===== config.mk =====
export PLATFORM = sky130hd
export DESIGN_NAME = mcell_top
export DESIGN_NICKNAME = d
export VERILOG_FILES = /design/src/rtl/mcell_pkg.sv /design/src/rtl/mcell_edge.sv /design/src/rtl/mcell_core.sv /design/src/rtl/mcell_route.sv /design/src/rtl/mcell_top.sv
export SDC_FILE = /design/constraint.sdc
export NUM_CORES = 1
export LEC_CHECK = 0
export ABC_CLOCK_PERIOD_IN_PS = 1370
export BUFFER_PORTS_ARGS = -buffer_cell sky130_fd_sc_hd__buf_2
export CAP_MARGIN = 0
export CORE_AREA = 2 2 39 41
export DETAILED_ROUTE_END_ITERATION = 10
export DIE_AREA = 0 0 41 43
export SLEW_MARGIN = 20
export SYNTH_ARGS = -nofsm -noshare
export SYNTH_HDL_FRONTEND = slang
export SYNTH_HIERARCHICAL = 1
export SYNTH_SLANG_ARGS = --single-unit

===== constraint.sdc =====
create_clock -name clk -period 1.37 [get_ports clk]
set_input_delay 0.137 -clock clk [delete_from_list [all_inputs] [get_ports clk]]
set_output_delay 0.137 -clock clk [all_outputs]
set_load 0.01 [all_outputs]

===== src/rtl/mcell_pkg.sv =====
package mcell_pkg;

    // Packed MSB first so that bit [3:0] of cfg_wdata maps directly.
    typedef struct packed {
        logic fb_dflt;   // bit 3: 1 = default feedback choice, 0 = swapped
        logic clk_pick;  // bit 2: 1 = capture clock 1, 0 = capture clock 2
        logic bypass;    // bit 1: 1 = combinational, 0 = registered
        logic pol_high;  // bit 0: 1 = true level at pad, 0 = inverted
    } mcell_cfg_t;

    typedef struct packed {
        mcell_cfg_t cfg;
        logic       store;
    } mcell_state_t;

    localparam int CFG_BITS = $bits(mcell_cfg_t);

endpackage


===== src/rtl/mcell_edge.sv =====
module mcell_edge #(
    parameter int NCLK = 2,
    localparam int SELW = (NCLK > 1) ? $clog2(NCLK) : 1
) (
    input  logic            clk,
    input  logic            rst_n,
    input  logic [NCLK-1:0] clk_in,
    input  logic [SELW-1:0] pick,
    output logic            rise_sel
);

    logic [NCLK-1:0] prev_d, prev_q;
    logic [NCLK-1:0] rise;

    // One previous-sample flop per input, so switching the pick never
    // fabricates an edge.
    genvar gi;
    generate
        for (gi = 0; gi < NCLK; gi++) begin : g_det
            assign rise[gi] = clk_in[gi] & ~prev_q[gi];
        end
    endgenerate

    always_comb begin
        prev_d = clk_in;
    end

    always_ff @(posedge clk or negedge rst_n) begin
        if (!rst_n) prev_q <= '0;
        else        prev_q <= prev_d;
    end

    assign rise_sel = rise[pick];

endmodule


===== src/rtl/mcell_core.sv =====
module mcell_core
    import mcell_pkg::*;
#(
    parameter mcell_cfg_t RESET_CFG = 4'b1111
) (
    input  logic                clk,
    input  logic                rst_n,
    input  logic                cfg_we,
    input  logic [CFG_BITS-1:0] cfg_wdata,
    input  logic                rise_sel,
    input  logic                sum_in,
    input  logic                sp_term,
    input  logic                ar_term,
    input  logic                preload,
    input  logic                pad_in,
    output mcell_cfg_t          cfg_o,
    output logic                store_o,
    output logic                store_vis
);

    mcell_state_t st_d, st_q;

    always_comb begin
        st_d = st_q;
        if (cfg_we) st_d.cfg = mcell_cfg_t'(cfg_wdata);
        // Priority: clear, then preload, then a capture edge.
        if (ar_term)       st_d.store = 1'b0;
        else if (preload)  st_d.store = pad_in;
        else if (rise_sel) st_d.store = sp_term ? 1'b1 : sum_in;
    end

    always_ff @(posedge clk or negedge rst_n) begin
        if (!rst_n) st_q <= '{cfg: RESET_CFG, store: 1'b0};
        else        st_q <= st_d;
    end

    assign cfg_o     = st_q.cfg;
    assign store_o   = st_q.store;
    // The clear acts without waiting for a clock.
    assign store_vis = ar_term ? 1'b0 : st_q.store;

endmodule


===== src/rtl/mcell_route.sv =====
module mcell_route
    import mcell_pkg::*;
(
    input  mcell_cfg_t cfg,
    input  logic       sum_in,
    input  logic       store_vis,
    input  logic       pad_in,
    input  logic       oe_term,
    output logic       pad_out,
    output logic       pad_oe,
    output logic       fb_out
);

    logic lvl;
    logic fb_from_store;

    always_comb begin
        lvl           = cfg.bypass ? sum_in : store_vis;
        pad_out       = cfg.pol_high ? lvl : ~lvl;
        fb_from_store = cfg.bypass ^ cfg.fb_dflt;
        fb_out        = fb_from_store ? store_vis : pad_in;
        pad_oe        = oe_term;
    end

endmodule


===== src/rtl/mcell_top.sv =====
module mcell_top
    import mcell_pkg::*;
#(
    parameter int         NCLK      = 2,
    parameter mcell_cfg_t RESET_CFG = 4'b1111
) (
    input  logic                clk,
    input  logic                rst_n,
    input  logic                cfg_we,
    input  logic [CFG_BITS-1:0] cfg_wdata,
    input  logic                sum_in,
    input  logic                cap_clk1,
    input  logic                cap_clk2,
    input  logic                ar_term,
    input  logic                sp_term,
    input  logic                oe_term,
    input  logic                preload,
    input  logic                pad_in,
    output logic                pad_out,
    output logic                pad_oe,
    output logic                fb_out
);

    localparam int SELW = (NCLK > 1) ? $clog2(NCLK) : 1;

    mcell_cfg_t      cfg_q;
    logic            store_q;
    logic            store_vis;
    logic            sel_rise;
    logic [NCLK-1:0] clk_vec;
    logic [SELW-1:0] pick;

    assign clk_vec = {cap_clk2, cap_clk1};
    // clk_pick = 1 selects clock 1 (index 0).
    assign pick = SELW'(~cfg_q.clk_pick);

    mcell_edge #(.NCLK(NCLK)) u_edge (
        .clk      (clk),
        .rst_n    (rst_n),
        .clk_in   (clk_vec),
        .pick     (pick),
        .rise_sel (sel_rise)
    );

    mcell_core #(.RESET_CFG(RESET_CFG)) u_core (
        .clk       (clk),
        .rst_n     (rst_n),
        .cfg_we    (cfg_we),
        .cfg_wdata (cfg_wdata),
        .rise_sel  (sel_rise),
        .sum_in    (sum_in),
        .sp_term   (sp_term),
        .ar_term   (ar_term),
        .preload   (preload),
        .pad_in    (pad_in),
        .cfg_o     (cfg_q),
        .store_o   (store_q),
        .store_vis (store_vis)
    );

    mcell_route u_route (
        .cfg       (cfg_q),
        .sum_in    (sum_in),
        .store_vis (store_vis),
        .pad_in    (pad_in),
        .oe_term   (oe_term),
        .pad_out   (pad_out),
        .pad_oe    (pad_oe),
        .fb_out    (fb_out)
    );

endmodule


======== Word-level counts from Yosys, hierarchy flattened ========
Cells that the tools add are included.
cells by class
  reduce and logical (&&, ||, !) cells .... 1
  order comparisons ....................... 1
  bitwise gates (word level) .............. 7
  muxes and demuxes ....................... 10
operators with widths
  cell                                                 number
  2-to-1 mux 1 bit                                     10
  inverter 1 bit                                       4
  nonzero test 3 bit                                   1
  AND 1 bit                                            2
  < comparator 1 x 2 -> 1 bit (second input constant)  1
  XOR 1 bit                                            1
word-level totals
  bits of input ports ..................... 15
  logic and storage cells ................. 25
  bits in registers ....................... 7
  output and inout bits ................... 3

======== Logic depth before layout (Yosys ltp) ========
Gate-level depths: netlist of the first run.
  depth in word-level cells ............... 7
  gate-level depth with buffers ........... 5
  depth with buffers taken out ............ 5

======== By module ========
The synthesis of the first run kept the hierarchy.
modules (own cells, without submodules)
  module       cells an instance  seq. area each (um^2)  area an instance (um^2)  times used
  mcell_core   14                 130.1                  221.5                    1
  mcell_edge   5                  50.0                   73.8                     1
  mcell_route  5                  0.0                    46.3                     1
  mcell_top    1                  0.0                    3.8                      1

======== Worst setup path before layout of the first run ========
No wires, ideal clock.
  path kind ............................... register to register
  start ................................... register u_core.st_q, in the netlist u_core/cfg_o[2]
  end ..................................... register u_core.st_q, in the netlist u_core/store_o
  path buffers ............................ 0
  path slack .............................. 0.154 ns
  clock period less this slack ............ 1.216 ns
  arrival time ............................ 1.090 ns
  stages on the path, launching flop included .. 5
  library setup time ...................... 0.125 ns
  required time ........................... 1.245 ns
  path through ............................ dfstp_2 -> inv_1 -> o32ai_2 -> nor3b_2 -> o41ai_2
on the way
  word-level cells in the longest chain between the ends .. 3
RTL lines
  item                                                 RTL line          RTL
  from (decl)                                          mcell_core.sv:21  mcell_state_t st_d, st_q;
  from (signal assigned)                               mcell_core.sv:33  if (!rst_n) st_q <= '{cfg: RESET_CFG, store: 1'b0};
  from (signal assigned)                               mcell_core.sv:34  else st_q <= st_d;
  2-to-1 mux 1 bit (not written as such) (2 in a row)  mcell_edge.sv:33  assign rise_sel = rise[pick];
  named net sel_rise                                   mcell_top.sv:29   logic sel_rise;
  nonzero test 3 bit (no line)                         --
The timed path passes the listed nets, and every way through them passes these cells. The select of a mux whose other input is x is not followed.
A chain may end at the register's enable or synchronous reset.

======== Final worst setup path of the first run ========
  start ................................... register u_core.st_q, in the netlist u_core/cfg_o[1]
  end ..................................... output port fb_out
on the way
  word-level cells in the longest chain between the ends .. 2
RTL lines
  item              RTL line           RTL
  XOR 1 bit         mcell_route.sv:20  fb_from_store = cfg.bypass ^ cfg.fb_dflt;
  2-to-1 mux 1 bit  mcell_route.sv:21  fb_out = fb_from_store ? store_vis : pad_in;
  to (decl)         mcell_top.sv:21    output logic fb_out
No other way between the ends.

==> results, run 1 <==
- The buffers plus inverters on the worst setup path is 1.
- For the worst-skew pair, the clock arrives at the later sink with an insertion delay of 250 ps.
- The flow ran to the end, but the final reports show violations.
- The number of global-route vias before repair is approximately 280.
- The kind of cell with the highest combined delay along the critical path is flip-flops.
- The iteration count of the initial detailed-routing pass is 1.
- The final antenna diode count is 0.
- Counting every instance in the synthesized netlist gives 25.
- The number of flip-flops and latches in the synthesized netlist is 7.
- The synthesized area per cell is 13.8 µm².
- The overall die height is 43 µm.
- The hold violation count in the final report is 0.
- The count of pins over their slew limit is 0.
- The critical path is of the reg2out type.
- The worst endpoint data arrival time is between 1000 and 1500 ps.
- The synthesized netlist occupies a cell area of 345 µm².
- The routed layout has between 200 and 300 vias.
- The floorplan die area is approximately 1800 µm².
- The standard-cell row count is 14.
- The first-pass GRT wire length is 1050 µm.
- The I/O pin total is 18.
- Walking the worst path, the cells encountered are xnor2_2 -> mux2_4 -> buf_6.
- The number of I/O port buffers is 15.
- The net count of the finished layout is 62.
- Summed over all layers, the global routing overflow is 0.
- In the final routed layout, each cell accounts on average for between 10 and 15 µm.
- Setup violations remaining at the end of the flow were counted as 2.
- The routed design could run at a clock period as short as 1510 ps.
- The final worst setup slack is -140 ps.
- The initial antenna violation count is 0.
- The total routed wirelength is ~640 µm.
- Across the VDD grid, the largest voltage drop is 0.362 mV.
- The worst setup path is launched from a register.
- Clock skew on the completed layout was measured at 4.51 ps.
- The pin slew with the least headroom to its limit is 207 ps.
- The fraction of the mapped netlist area in compound gates is 0.0942.
- Ranked by total cell area, the synthesized netlist is headed by dfstp_2, dfrtp_1, mux2_2.
- The initial core utilization is 0.250.
- In this design, the stage delay of the slowest critical-path cell is 570 ps.
- The root buffer cell is clkbuf_4.
- The highest attainable clock frequency is ~0.66 GHz.
- The cell at the slowest stage of the critical path is dfstp_2.
- The share of the synthesized area in the top cell type is 0.304.
- The end-of-flow core utilization is 0.366.
- The count of clock tree sinks is 7.
- The checks that failed: negative setup slack.
- The leading area contributor after synthesis is dfstp_2.
- STA classifies the critical path endpoint as a primary output.
- The maximum fanout along the worst path is 3.
- The fraction of final layout cells sized beyond drive strength 1 is 0.674.
- The floorplan step set the die width to a little over 40 µm.
- The per-cell via count in the routed design is 4.16.
- In this run the standard cell core region covers 1380 µm².
- The leakage power of the design is 0.000239 µW.
- After clock tree synthesis, the clock-pin slew on the worst setup and hold paths is 50 ps.
- The final sum of negative setup slack is -254 ps.
- In the routed design, unresolved DRC markers number 0.
- Yosys printed 6 warnings.
- The post-CTS setup repair buffer count is 0.
- The area added between synthesis and finish is 46.7%.
- The number of distinct library cells after synthesis is 16.
- The simple-gate area share of the yosys netlist is 0.0978.
- The areal power density over the cells is 1080 nW/µm².
- Of the post-synthesis cell area, the part taken by muxes is 0.192.
- TritonCTS created 3 clock buffers.
- The share of the clock period used by the worst path is 1.10.
- The all-layer global routing usage is 0.0916.
- TritonCTS built the clock tree.
- The clock tree buffer depth is 2.
- The class of the tightest hold or removal check is in2reg.
- The worst-case setup slack after placement is 94.7 ps.
- The H-tree depth reported by CTS is 1.
- Setup repair after global routing could not meet its margin everywhere.
- Of the total synthesized cell area, the portion taken by XOR and XNOR cells is 0.0507.
- The DRC marker count from the first detailed-route iteration is 0.
- Measured against its own limit, the worst slew margin works out to 0.861.
- The tool flagged a number of max-cap violations equal to 0.
- The share of the Yosys chip area taken by registers is 0.522.
- By area, the combinational part of the netlist is dominated by multiplexers.
- Entering global routing, the biggest net connects 8 pins.
- Of the total synthesized cell area, the portion taken by full adders, half adders and majority gates is 0.
- The critical path required time is 1230 ps.
- The remaining antenna violation count is 0.
- The final RePlAce weighted congestion is 0.657.
- The net count after synthesis is 40.
## through the flow
stage	total power (µW)	area, µm²	hold slack [ps]	cells
6_report	546	507	96.9	62
5_1_grt	591	507	86.1	62
4_1_cts	555	497	5.16	61
3_5_place_dp	341	433	-18.6	55
3_3_place_gp	341	433	-24.3	55
2_1_floorplan	300	345	-159	25
## flip-flops by register name, indices dropped and copies added (netlist names)
name	flops
u_core/cfg_o	4
u_core/store_o	1
u_edge/prev_q	2
## layer usage
metal  share of wire  vias to the layer above  wire length (µm)  global-route usage
li1                -                      129                 -                   -
met1            0.49                      118               313               0.114
met2            0.42                       11               268               0.128
met3           0.089                        0                57              0.0314
met4               0                        0                 0              0.0600
met5               0                        -                 0                   0
## synth_stat cells
master / instances
nor2b_1: 1
xor2_1: 1
o32ai_2: 1
buf_4: 1
dfrtp_1: 3
nor2_1: 1
inv_1: 2
mux2_2: 4
mux2_1: 1
dfstp_2: 4
o41ai_2: 1
nor3b_2: 1
nand2_1: 1
nand3b_1: 1
mux2i_1: 1
xnor2_1: 1
## where the power goes
part | leakage [µW] | internal (µW) | switching [µW]
sequential | 0.0000785 | 234 | 12.8
combinational | 0.000146 | 70.3 | 43.0
clock | 0.0000150 | 111 | 75.4
total | 0.000239 | 415 | 131
## final timing paths
check                      slack, ps               to       startpoint  cells past startpoint
max                             -140           fb_out  u_core/cfg_o[1]                      3
min                              100   u_core/store_o          preload                      2
max reg2reg                      120   u_core/store_o  u_core/cfg_o[2]                      4
min reg2reg                      600   u_core/store_o   u_core/store_o                      2
max in group asynchronous        890  u_core/cfg_o[0]            rst_n                      2
min in group asynchronous        250   u_core/store_o            rst_n                      2
## repair_timing
action                     CTS  global route
hold endpoints to repair     8             1
pin swaps                    2             1
setup endpoints to repair    2             2
hold buffers                 2             1
gates resized for setup      3             0
## logic make-up (layout without fill, tap and decap cells)
kind of cell / Yosys count / count (layout)
compound gates: 2 / 2
mux: 6 / 6
flops: 7 / 7
simple gates: 5 / 5
buf+inv: 3 / 24
xor+xnor: 2 / 2
## cells in the final DEF (no fill, tap or decap)
master	netlist	final
buf_2	0	14
buf_6	0	1
clkbuf_1	0	1
clkbuf_4	0	3
dfrtp_1	3	3
dfstp_2	4	4
dlygate4sd3_1	0	3
inv_1	2	2
mux2_2	4	4
mux2_4	0	1
mux2i_1	1	1
nand2_1	1	1
nand3b_1	1	1
nor2_1	1	1
nor2b_1	1	1
nor3b_2	1	1
o32ai_2	1	1
o41ai_2	1	1
xnor2_2	0	1
xor2_1	1	1
## area by class of cell
class	count	area, µm²
flip-flops and latches	7	180
clock buffers	4	26.3
fillers	141	877
inverters	2	7.51
repair buffers	18	111
well taps	16	20.0
multi-input cells	15	161
(Power assumes the default switching activity.)
==> run 2, diff against run 1 <==
--- a/config.mk
+++ b/config.mk
@@ -5,7 +5,7 @@
 export SDC_FILE = /design/constraint.sdc
 export NUM_CORES = 1
 export LEC_CHECK = 0
-export ABC_CLOCK_PERIOD_IN_PS = 1370
+export ABC_CLOCK_PERIOD_IN_PS = 1900
 export BUFFER_PORTS_ARGS = -buffer_cell sky130_fd_sc_hd__buf_2
 export CAP_MARGIN = 0
 export CORE_AREA = 2 2 39 41
@@ -16,3 +16,4 @@
 export SYNTH_HDL_FRONTEND = slang
 export SYNTH_HIERARCHICAL = 1
 export SYNTH_SLANG_ARGS = --single-unit
+export TNS_END_PERCENT = 10
==> constraint.sdc (replaced) <==
create_clock -name clk -period 1.9 [get_ports clk]
set_input_delay 0.19 -clock clk [delete_from_list [all_inputs] [get_ports clk]]
set_output_delay 0.19 -clock clk [all_outputs]
set_load 0.01 [all_outputs]
==> results, run 2 (synthesized netlist as in run 1, its figures left out) <==
- The run finished with clean final reports.
- The clock tree skew after final layout is 0.820 ps (-3.69 ps).
- From synthesis to final layout, the design area changed by 35.9%.
- For this design, the slowest cell found on the critical path is dfstp_2.
- The met1 wire length came to 288 µm (-8.0%).
- The per-cell via count in the routed design is 4.13 (-0.67%).
- The peak ir drop on the vdd network is 0.243 mV (-33%).
- The number of global-route vias before repair is 273 (-0.73%).
- The leakage power of the design was 0.000221 µW (-7.7%).
- The final RePlAce weighted congestion came to 0.666 (+1.5%).
- The highest cell delay on the worst timing path is 550 ps (-20 ps).
- The number of flip-flops in the largest register is 4 (unchanged).
- The number of cells on the worst reg-to-reg path was 4 (unchanged).
- The count of pins over their slew limit came to 0 (unchanged).
- The I/O pin total is 18 (unchanged).
- The number of I/O port buffers is 15 (unchanged).
- The post-detailed-route DRC marker count is 0 (unchanged).
- Broken down by cell family, the worst path's largest delay share belongs to flip-flops.
- The worst setup slack for register-to-register paths is 620 ps (+500 ps).
- Traced cell by cell, the critical path runs through xnor2_1 -> mux2_1 -> buf_2.
- The number of cells on the worst hold path is 1 (-1).
- Setup repair after global routing left no endpoint under its margin.
- The average detailed-routed wire length per instance is 10.2 µm (-1.7%).
- The startpoint of the lowest-slack register-to-register path is u_core/cfg_o[2].
- The DRC marker count from the first detailed-route iteration came to 2 (+2).
- In this run the critical register-to-register path is captured at u_core/store_o.
- The clock buffer count from CTS is 3 (unchanged).
- The iteration count of the initial detailed-routing pass is 2 (+1).
- The number of gates resized after cts is 0 (-3).
- The horizontal extent of the die was 41 µm (unchanged).
- The clock network fraction of total power is 0.351 (+0.010).
- The initial core utilization is 0.250 (unchanged).
- The first-pass GRT wire length is 993 µm (-5.2%).
- The storage element area is 180 µm² (unchanged).
- The all-layer global routing usage is 0.0852 (-0.00636).
- The number of setup violations in the final report came to 0 (-2).
- The clock tree buffer depth is 2 (unchanged).
- The pin slew with the least headroom to its limit is 242 ps (+35.6 ps).
- The post-CTS setup repair buffer count is 0 (unchanged).
- The maximum number of pins on one net before global-route repair is 8 (unchanged).
- The max-capacitance violation count is 0 (unchanged).
- The maximum fanout along the worst path is 3 (unchanged).
- The met2 routed wirelength was 269 µm (+0.37%).
- The final instance count without filler cells is 60 (-3.2%).
- The sequential fraction of design power is 0.469 (+0.018).
- The clock tree from TritonCTS is done.
- The share of the clock period used by the worst path is 0.832.
- The number of fillers in the final layout was 153 (+8.5%).
- The critical path required time is 1710 ps (+480 ps).
- The total routed wirelength is 609 µm (-4.8%).
- The design internal power is 287 µW (-31%).
- In the layout the commonest cells are buf_2, mux2_2, dfstp_2, clkbuf_4, dfrtp_1.
- The final antenna diode count is 0 (unchanged).
- The fraction of final layout cells sized beyond drive strength 1 was 0.659 (-0.0148).
- The remaining antenna violation count came to 0 (unchanged).
- The number of cells in the design after placement is 55 (unchanged).
- The worst endpoint data arrival time came to 1390 ps (+20 ps).
- The buffers plus inverters on the worst setup path is 1 (unchanged).
- Clock tree synthesis selected as its root buffer the cell clkbuf_4.
- The worst relative slew slack is 0.837 (-0.0240).
- Leaving out fill and tap cells, the most frequent cell in the layout is buf_2.
- The post-layout net count was 60 (-3.2%).
- The areal power density over the cells is 801 nW/µm² (-26%).
- The overall die height is 43 µm (unchanged).
- In this run the top signal layer used is met3.
- The hold violation count in the final report is 0 (unchanged).
- The initial antenna violation count is 0 (unchanged).
- The placeable core region is 1380 µm² (unchanged).
- The element type at the critical path start is a register.
- The H-tree depth reported by CTS is 1 (unchanged).
- The tightest min-delay check is of the in2reg type.
- By startpoint and endpoint, the worst setup path is classified as reg2out.
- Subtracting the final worst setup slack from the clock period gives around 1600 ps.
- The standard-cell row count is 14 (unchanged).
- The clock slew at the register clock pins of the worst setup and hold paths is 50 ps (about the same).
- The amount of wire on met3 after detailed routing came to 51 µm (-11%).
- Timing would allow up to 0.632 GHz.
- The count of clock tree sinks came to 7 (unchanged).
- The half-perimeter wire length after detailed placement is 510 µm.
- The path with the worst hold slack has its endpoint at u_edge/prev_q[0].
- The floorplan die area is 1760 µm² (unchanged).
- The total via count after detailed routing was 248 (-3.9%).
- The total congestion overflow after global routing came to 0 (unchanged).
- The source of the worst hold timing path is cap_clk1.
- The share of total power in combinational logic is 0.179 (-0.028).
- The worst setup path is captured at a primary output.
- The total power is 376 µW (-31%).
- The clock latency reported for the late side of the worst-skew pair was 250 ps (about the same).
- The worst-case setup slack after placement is 583 ps (+488 ps).
- The multi-input gate area in the final layout came to 150 µm² (-7.0%).
- The final sum of negative setup slack came to 0 ps (+254 ps).
- The proportion of total power due to net switching is 0.236 (-0.00442).
- The final worst setup slack is 318 ps (+459 ps).
- The power dissipated by switching net loads is 88.6 µW (-32%).
run 2: cell types whose count changed in the layout (fill, tap and decap cells not counted):
cell	delta
buf_2	+1
mux2_1	+1
buf_6	-1
dlygate4sd3_1	-2
xnor2_1	+1
mux2_4	-1
xnor2_2	-1
run 2: timing repair:
action	CTS	global route
hold buffers	1	0
endpoints found under the hold margin	7	0
setup endpoints to repair	0	0
run 2: how the worst max path moves through the flow:
stage,from,cells past startpoint,endpoint
detailed placement,u_core/cfg_o[1],3,fb_out
global route,u_core/cfg_o[1],3,fb_out
finish,u_core/cfg_o[1],3,fb_out
floorplan,u_core/cfg_o[2],4,u_core/store_o
CTS,u_core/cfg_o[1],3,fb_out
global placement,u_core/cfg_o[1],3,fb_out
run 2: power groups by stage:
stage          combinational, µW  clock, µW  sequential, µW
2_1_floorplan               40.0          0             177
3_3_place_gp                66.7          0             178
4_1_cts                     68.8        140             177
3_5_place_dp                66.6          0             179
6_report                    67.3        132             176
5_1_grt                     75.0        144             179
run 2: final cells by class:
cell class / count / share of cell area
flip-flops and latches: 7 / 0.384
multi-input cells: 15 / 0.320
repair buffers: 16 / 0.181
clock buffers: 4 / 0.0560
well taps: 16 / 0.0427
inverters: 2 / 0.0160
run 2: through the flow:
stage | cell area [µm²] | util | hold slack [ps]
after CTS | 469 | 0.339 | 52.7
after floorplan | 345 | - | -106
final | 469 | 0.339 | 60.2
after detailed placement | 433 | 0.313 | 28.8
after global routing | 469 | 0.339 | 58.5
after global placement | 433 | 0.313 | 27.2
run 2: worst reg2reg max path, stage by stage (launching register included):
cell     delay, ps
dfstp_2        520
inv_1           50
o32ai_2        280
nor3b_2        220
o41ai_2         90
run 2: routing by layer:
metal / up-vias / global-route usage
li1: 125 / -
met1: 112 / 0.106
met2: 11 / 0.116
met3: 0 / 0.0314
met4: 0 / 0.0600
met5: - / 0
